`config.mk`:
```
export PLATFORM = sky130hd
export DESIGN_NAME = cordic_mux_top
export DESIGN_NICKNAME = d
export VERILOG_FILES = /design/src/rtl/cordic_mux_pkg.sv /design/src/rtl/cordic_mux_front.sv /design/src/rtl/cordic_rot_stage.sv /design/src/rtl/cordic_mux_top.sv
export SDC_FILE = /design/constraint.sdc
export NUM_CORES = 1
export LEC_CHECK = 0
export CELL_PAD_IN_SITES_DETAIL_PLACEMENT = 0
export CELL_PAD_IN_SITES_GLOBAL_PLACEMENT = 1
export CORE_MARGIN = 2
export CORE_UTILIZATION = 55
export DETAILED_ROUTE_END_ITERATION = 16
export DONT_BUFFER_PORTS = 1
export PLACE_DENSITY_LB_ADDON = 0.1
export SYNTH_ARGS = -nofsm -noshare
export SYNTH_HDL_FRONTEND = slang
export SYNTH_SLANG_ARGS = --single-unit
export TNS_END_PERCENT = 1
```
`constraint.sdc`:
```
create_clock -name clk -period 5.7 [get_ports clk]
set_input_delay 1.71 -clock clk [delete_from_list [all_inputs] [get_ports clk]]
set_output_delay 1.71 -clock clk [all_outputs]
set_load 0.01 [all_outputs]
```
`src/rtl/cordic_mux_pkg.sv`:
```
package cordic_mux_pkg;

   // number of micro-rotations in the unrolled chain
   localparam int CM_STAGES = 6;
   // reciprocal of the six-stage rotation gain
   localparam real CM_INV_GAIN = 0.6073520;

   // 8-bit atan(2^-i) codes (128 = 180 degrees) scaled to width w
   function automatic int cm_angle_code(input int stage, input int w);
      int base;
      case (stage)
         0:       base = 32;
         1:       base = 19;
         2:       base = 10;
         3:       base = 5;
         4:       base = 3;
         default: base = 1;
      endcase
      return base <<< (w - 8);
   endfunction

   // starting x coordinate, rounded to nearest with 2^(w-2) = 1.0
   function automatic int cm_start_x(input int w);
      return $rtoi(CM_INV_GAIN * (2.0 ** (w - 2)) + 0.5);
   endfunction

   // reduce an integer to w-bit two's complement, as the datapath would
   function automatic int cm_wrap(input int v, input int w);
      int m;
      m = v & ((1 << w) - 1);
      if (m >= (1 << (w - 1))) m = m - (1 << w);
      return m;
   endfunction

   // coordinates after m shift-add steps for direction pattern dirs
   // (bit s set = positive rotation at step s)
   function automatic int cm_front_xy(input int dirs, input int m, input int w,
                                      input bit want_y);
      int x, y, nx, ny;
      x = cm_start_x(w);
      y = 0;
      for (int s = 0; s < m; s++) begin
         if (dirs[s]) begin
            nx = x - (y >>> s);
            ny = y + (x >>> s);
         end else begin
            nx = x + (y >>> s);
            ny = y - (x >>> s);
         end
         x = cm_wrap(nx, w);
         y = cm_wrap(ny, w);
      end
      return want_y ? y : x;
   endfunction

endpackage

```
`src/rtl/cordic_mux_front.sv`:
```
module cordic_mux_front
   import cordic_mux_pkg::*;
#(
   parameter int W   = 16,
   parameter int M   = 3,
   parameter bit REG = 1'b1
) (
   input  logic                clk,
   input  logic                rst_n,
   input  logic                vi,
   input  logic signed [W-1:0] ang,
   output logic                vo,
   output logic signed [W-1:0] xo,
   output logic signed [W-1:0] yo,
   output logic signed [W-1:0] zo
);

   localparam int ENTRIES = 1 << M;

   logic signed [W-1:0] zc [M+1];
   logic        [M-1:0] dirs;
   logic signed [W-1:0] tab_x [ENTRIES];
   logic signed [W-1:0] tab_y [ENTRIES];
   logic signed [W-1:0] xm, ym;

   assign zc[0] = ang;

   // residual-angle chain: one direction decision per collapsed step
   for (genvar s = 0; s < M; s++) begin : g_zstep
      localparam logic signed [W-1:0] ANG_K = W'(cm_angle_code(s, W));
      assign dirs[s]   = ~zc[s][W-1];
      assign zc[s+1]   = dirs[s] ? (zc[s] - ANG_K) : (zc[s] + ANG_K);
   end

   // precomputed coordinate table, one entry per direction pattern
   for (genvar e = 0; e < ENTRIES; e++) begin : g_tab
      assign tab_x[e] = W'(cm_front_xy(e, M, W, 1'b0));
      assign tab_y[e] = W'(cm_front_xy(e, M, W, 1'b1));
   end

   assign xm = tab_x[dirs];
   assign ym = tab_y[dirs];

   if (REG) begin : g_reg
      always_ff @(posedge clk or negedge rst_n) begin
         if (!rst_n) begin
            vo <= 1'b0;
            xo <= '0;
            yo <= '0;
            zo <= '0;
         end else begin
            vo <= vi;
            if (vi) begin
               xo <= xm;
               yo <= ym;
               zo <= zc[M];
            end
         end
      end
   end else begin : g_comb
      assign vo = vi;
      assign xo = xm;
      assign yo = ym;
      assign zo = zc[M];
   end

endmodule

```
`src/rtl/cordic_rot_stage.sv`:
```
module cordic_rot_stage
   import cordic_mux_pkg::*;
#(
   parameter int W     = 16,
   parameter int SHIFT = 3,
   parameter bit REG   = 1'b1
) (
   input  logic                clk,
   input  logic                rst_n,
   input  logic                vi,
   input  logic signed [W-1:0] xi,
   input  logic signed [W-1:0] yi,
   input  logic signed [W-1:0] zi,
   output logic                vo,
   output logic signed [W-1:0] xo,
   output logic signed [W-1:0] yo,
   output logic signed [W-1:0] zo
);

   localparam logic signed [W-1:0] ANG_K = W'(cm_angle_code(SHIFT, W));

   logic                pos;
   logic signed [W-1:0] xs, ys, nx, ny, nz;

   assign pos = ~zi[W-1];
   assign xs  = xi >>> SHIFT;
   assign ys  = yi >>> SHIFT;
   assign nx  = pos ? (xi - ys) : (xi + ys);
   assign ny  = pos ? (yi + xs) : (yi - xs);
   assign nz  = pos ? (zi - ANG_K) : (zi + ANG_K);

   if (REG) begin : g_reg
      always_ff @(posedge clk or negedge rst_n) begin
         if (!rst_n) begin
            vo <= 1'b0;
            xo <= '0;
            yo <= '0;
            zo <= '0;
         end else begin
            vo <= vi;
            if (vi) begin
               xo <= nx;
               yo <= ny;
               zo <= nz;
            end
         end
      end
   end else begin : g_comb
      assign vo = vi;
      assign xo = nx;
      assign yo = ny;
      assign zo = nz;
   end

endmodule

```
`src/rtl/cordic_mux_top.sv`:
```
module cordic_mux_top
   import cordic_mux_pkg::*;
#(
   parameter int W          = 16,
   parameter int MUX_STAGES = 3,
   parameter bit PIPE       = 1'b1
) (
   input  logic                clk,
   input  logic                rst_n,
   input  logic                ang_valid_i,
   input  logic signed [W-1:0] ang_i,
   output logic                res_valid_o,
   output logic signed [W-1:0] cos_o,
   output logic signed [W-1:0] sin_o
);

   localparam int REST    = CM_STAGES - MUX_STAGES;
   localparam int LATENCY = PIPE ? (REST + 1) : 0;

   if (!(MUX_STAGES == 3 || MUX_STAGES == 4)) begin : g_bad_mux
      $error("cordic_mux_top: MUX_STAGES must be 3 or 4");
   end
   if (W < 8 || W > 24) begin : g_bad_width
      $error("cordic_mux_top: W must lie in 8..24");
   end

   logic                vc [REST+1];
   logic signed [W-1:0] xc [REST+1];
   logic signed [W-1:0] yc [REST+1];
   logic signed [W-1:0] zc [REST+1];
   logic signed [W-1:0] resid_fin;

   cordic_mux_front #(
      .W   (W),
      .M   (MUX_STAGES),
      .REG (PIPE)
   ) u_front (
      .clk   (clk),
      .rst_n (rst_n),
      .vi    (ang_valid_i),
      .ang   (ang_i),
      .vo    (vc[0]),
      .xo    (xc[0]),
      .yo    (yc[0]),
      .zo    (zc[0])
   );

   for (genvar k = 0; k < REST; k++) begin : g_stage
      cordic_rot_stage #(
         .W     (W),
         .SHIFT (MUX_STAGES + k),
         .REG   (PIPE)
      ) u_rot (
         .clk   (clk),
         .rst_n (rst_n),
         .vi    (vc[k]),
         .xi    (xc[k]),
         .yi    (yc[k]),
         .zi    (zc[k]),
         .vo    (vc[k+1]),
         .xo    (xc[k+1]),
         .yo    (yc[k+1]),
         .zo    (zc[k+1])
      );
   end

   assign res_valid_o = vc[REST];
   assign cos_o       = xc[REST];
   assign sin_o       = yc[REST];
   assign resid_fin   = zc[REST];

endmodule

```
Word-level counts from Yosys, hierarchy flattened
Memories as Yosys holds them, arrays and structs flattened. A register that Yosys moved wholly into a read port is not among the register bits.
Cells that the tools add are included.

word-level totals
  flip-flop bits (word level) = 148
  ROM bits = 256
  memories = 2

memories
  name             words  bits a word  rd ports  clocked after Yosys merged registers in  write ports  line                    RTL
  (no name shown)  8      16           1         1                                        0            cordic_mux_front.sv:41  assign xm = tab_x[dirs];
  (no name shown)  8      16           1         1                                        0            cordic_mux_front.sv:42  assign ym = tab_y[dirs];

cells by class
  $add $sub $neg = 22
  mux-type cells = 11
  bitwise logic cells = 4
  reductions and logical operators = 2

operators by type and width
  cell                                                  count
  two-way mux 16 bit                                    11
  adder 16 x 11 -> 16 bit                               2
  adder 16 x 12 -> 16 bit                               2
  adder 16 x 13 -> 16 bit                               2
  subtractor 16 x 11 -> 16 bit                          2
  subtractor 16 x 12 -> 16 bit                          2
  subtractor 16 x 13 -> 16 bit                          2
  adder 16 x 11 -> 16 bit (second input constant)       1
  adder 16 x 12 -> 16 bit (second input constant)       1
  adder 16 x 13 -> 16 bit (second input constant)       1
  adder 16 x 14 -> 16 bit (second input constant)       1
  adder 16 x 15 -> 16 bit (second input constant)       1
  subtractor 16 x 11 -> 16 bit (second input constant)  1
  subtractor 16 x 12 -> 16 bit (second input constant)  1
  subtractor 16 x 13 -> 16 bit (second input constant)  1
  subtractor 16 x 14 -> 16 bit (second input constant)  1
  subtractor 16 x 15 -> 16 bit (second input constant)  1
  NOT 3 -> 4 bit                                        1
  NOT 1 bit                                             3
  logical NOT 1 bit                                     2

Depth between registers and ports, before layout
  depth after elaboration = 6
  mapped depth = 19

Cells and area by module
Synthesis repeated with hierarchy kept, for this count alone.

unflattened totals
  cell total of the unflattened synthesis = 1523
  area total of the unflattened synthesis = 14507.7 sq um

by module, submodules not included
  module                                times used  cells each  area each (sq um)
  cordic_rot_stage at g_stage[1].u_rot  1           458         4106.4
  cordic_rot_stage at g_stage[0].u_rot  1           436         4085.2
  cordic_rot_stage at g_stage[2].u_rot  1           402         3958.8
  cordic_mux_front                      1           227         2357.3

Least setup slack after synthesis
No wires, ideal clock.

  path type = input -> register
  from = in ang_i[13]
  to = reg u_front.zo[14]
  library setup time = 0.125 ns
  arrival = 5.611 ns
  required time = 5.575 ns
  slack = -0.036 ns
  cell stages on the path = 19
  buffers on the path = 2
  cells stage by stage = inv_1 -> fa_1 -> inv_1 -> ha_1 -> a21oi_1 -> a21boi_0 -> o21ai_0 -> a22oi_1 -> a311oi_1 -> buf_2 -> buf_4 -> inv_1 -> ha_1 -> a21o_1 -> a21o_1 -> a21o_1 -> a21oi_1 -> xnor2_1 -> mux2_2

RTL lines
  what                  line                    RTL
  from (decl)           cordic_mux_top.sv:11    input logic signed [W-1:0] ang_i,
  to (signal assigned)  cordic_mux_front.sv:56  zo <= zc[M];
  to (decl)             cordic_mux_front.sv:15  output logic signed [W-1:0] zo

Worst setup path after layout
  from = in ang_i[13]
  to = reg u_front.zo[14]

on the way
  cells in the longest elaborated chain, start to end = 6

RTL lines
  what                                                                     line                    RTL
  subtractor 16 x 15 -> 16 bit or adder 16 x 15 -> 16 bit (tied branches)  cordic_mux_front.sv:32  assign zc[s+1] = dirs[s] ? (zc[s] - ANG_K) : (zc[s] + ANG_K);
  two-way mux 16 bit (*)                                                   cordic_mux_front.sv:32
  subtractor 16 x 14 -> 16 bit or adder 16 x 14 -> 16 bit (tied branches)  cordic_mux_front.sv:32
  two-way mux 16 bit (*)                                                   cordic_mux_front.sv:32
  subtractor 16 x 13 -> 16 bit or adder 16 x 13 -> 16 bit (tied branches)  cordic_mux_front.sv:32
  two-way mux 16 bit (*)                                                   cordic_mux_front.sv:32

Every way passes the cells marked *; elsewhere a longest branch is shown, timed or not.
A chain may end at the register's enable or synchronous reset.

==> qor.txt <==
outcome -> finished, final reports clean
layout cells sized above 1 -> 0.0979
layout net count -> 1409
input/output buffers -> 0
DR WL/cell -> 16.8 um
Post-CTS Setup Bufs -> 0
top cells by count, synth -> 139 x dfrtp_1, 126 x ha_1, 119 x a21oi_1
Initial Util -> 0.557
RSZ-0062 raised after global routing -> no
CTS Hold Bufs -> 0
EDFF count, synth -> 0
MaxCap Viol Count -> 0
largest net degree at the start of global routing -> 140
worst hold path type -> reg -> reg
core area -> 20800 um^2
max-slew violations -> 0
Resize count post-CTS -> 0
post-synth top area share -> 0.300
Clock Path Buffers -> 2
grt total ovfl -> 0
Worst Hold Endpoint -> g_stage[0].u_rot.zo[8]
top_reg_cell synth -> dfrtp_1
synthesized area -> 11600 um^2
Iter 0 DRT Violations -> 374
area leader, netlist -> dfrtp_1
Die Y -> 149 um
setup TNS -> 0 ns
Synth cell types -> 72
CP endpoint kind -> flop
Synth Instances -> 1269
syn_nets -> 1424
initial antenna violation count -> 0
post-route minimum period -> 4.88 ns
routed via count -> 8869
cells on worst reg2reg path -> 10
area growth from synthesis to layout -> 6.84%
r2r startpoint -> u_front.zo[15]
Tcrit/Tclk final -> 0.856
final setup vio count -> 0
DR pass1 iterations -> 5
Max Fclk -> 205 MHz
vias in the first global route -> 8648
clock root cell -> clkbuf_16
worst setup path category -> in -> reg
mean post-synth cell area -> 9.13 um^2
Ys Warns -> 0
Post-DRT Antenna Nets -> 0
Async SR Flop Fraction -> 1.00
clock skew -> 0.0121 ns
measured slew at the worst slew-check pin -> 0.976 ns
Critical Path Source Type -> input pin
first-pass GRT wire length -> 43400 um
die width -> 149 um
hold wc startpoint -> g_stage[0].u_rot.zo[8]
DIE AREA -> 22300 um^2
I/O pin cnt -> 52
number of diodes -> 0
most frequent cell after synthesis -> dfrtp_1
post-DR vias/cell -> 5.75
Fillers -> 1922
Crit Path Max Fanout -> 10
GP Congestion -> 0.887
Clock Sinks -> 139
required time of the worst setup path -> 6.00 ns
crit path DAT -> 5.18 ns
Post-Route WL -> 25900 um
Reg2Reg Setup Slack -> 1.73 ns
Post-DP HPWL -> 20100 um
capturing point of the worst reg2reg path -> g_stage[0].u_rot.yo[13]
Hold Slack -> 0.484 ns
top post-synthesis cells by area -> dfrtp_1 30%, ha_1 14%, xnor2_1 6.6%, mux2_2 6.4%, a21oi_1 5.1%
total CTS buffers -> 17
Hold Path Depth -> 2
Yosys reg bits -> 139
clock slew at reported path FFs -> 0.06 ns
# DRC -> 0
row cnt -> 53
max_slew headroom -> 0.349
register area share after synthesis -> 0.300
H-tree Lvls -> 4
gr usage total -> 0.244
CTS tree -> yes
worst skew pair latency -> 0.42 ns
Final Hold Vio Count -> 0
-- placed cells by master (no fill, tap or decap), types with 10 or more instances in the layout --
cell type	netlist	final
mux2i_1	21	21
clkbuf_16	0	17
a21oi_1	119	119
nor2b_1	13	13
xor2_1	39	39
o21a_1	23	23
nor3_1	30	30
ha_1	126	126
xnor2_1	87	87
nand3b_1	10	10
o21ai_0	60	60
fa_1	10	10
o21bai_1	11	11
a211oi_1	15	15
nand3_1	24	24
a21o_1	42	42
a31oi_1	10	10
inv_1	74	73
nand2b_1	11	11
nand2_1	58	58
nor2_1	112	112
mux2_2	66	66
dfrtp_1	139	139
-- per-stage QoR --
stage                     worst slack (ns)  instances   util  instance area, um^2
after floorplan                     0.0608       1269      -                11600
after global placement               0.425       1510  0.568                11800
after detailed placement             0.379       1510  0.568                11800
after CTS                            0.808       1542  0.595                12400
after global routing                 0.457       1542  0.595                12400
final                                0.822       1542  0.595                12400
-- cells by family (layout without fill, tap and decap cells) --
family                   after synthesis  after routing  share of synthesized area
XOR/XNOR                             126            126                     0.0952
buffers and inverters                116            114                     0.0381
AND/OR/NAND/NOR                      304            304                      0.127
AO/OA/AOI/OAI                        360            360                      0.202
multiplexers                          88             88                     0.0842
adder cells (fa/ha/maj)              136            136                      0.153
flip-flops                           139            139                      0.300
-- state kept, by name, indices dropped and copies added (netlist names) --
register,count
g_stage.u_rot.xo,48
u_front.vo,1
g_stage.u_rot.vo,3
g_stage.u_rot.yo,48
g_stage.u_rot.zo,9
u_front.xo,11
u_front.zo,8
u_front.yo,11
-- critical path, cell delays in order --
cell      delay [ns]
inv_1           0.08
fa_1            0.47
buf_4           0.20
ha_1            0.18
a21oi_1         0.17
a21boi_0        0.14
o21ai_0         0.25
a22oi_1         0.15
a311oi_2        0.28
inv_1           0.19
ha_1            0.33
a21o_1          0.18
a21o_1          0.19
a21o_1          0.18
a21oi_1         0.17
xnor2_1         0.08
mux2_2          0.26
-- worst max-delay path by stage --
stage	start	end	cells after the start
finish	ang_i[13]	u_front.zo[14]	17
global route	ang_i[13]	u_front.zo[14]	17
CTS	ang_i[13]	u_front.zo[14]	17
detailed placement	ang_i[13]	u_front.zo[14]	17
global placement	ang_i[13]	u_front.zo[14]	17
floorplan	ang_i[13]	u_front.zo[14]	19
-- area by class of cell --
class                           count  area, um^2  area share
Clock buffer                       18         439      0.0355
Timing Repair Buffer                7        52.6     0.00424
Tap cell                          275         344      0.0278
Inverter                           75         282      0.0227
Multi-Input combinational cell   1014        7680       0.620
Clock inverter                     14         111     0.00899
Sequential cell                   139        3480       0.281
-- per-layer routing --
layer,wire (um),part of all wire,global-route usage
met5,0,0,0
met3,538,0.021,0.0339
met2,13000,0.50,0.443
met4,677,0.026,0.0790
met1,11700,0.45,0.297
Power is left out: the tool's default activity adds up to more than one toggle a clock period on the data nets, which glitch-free logic cannot reach.
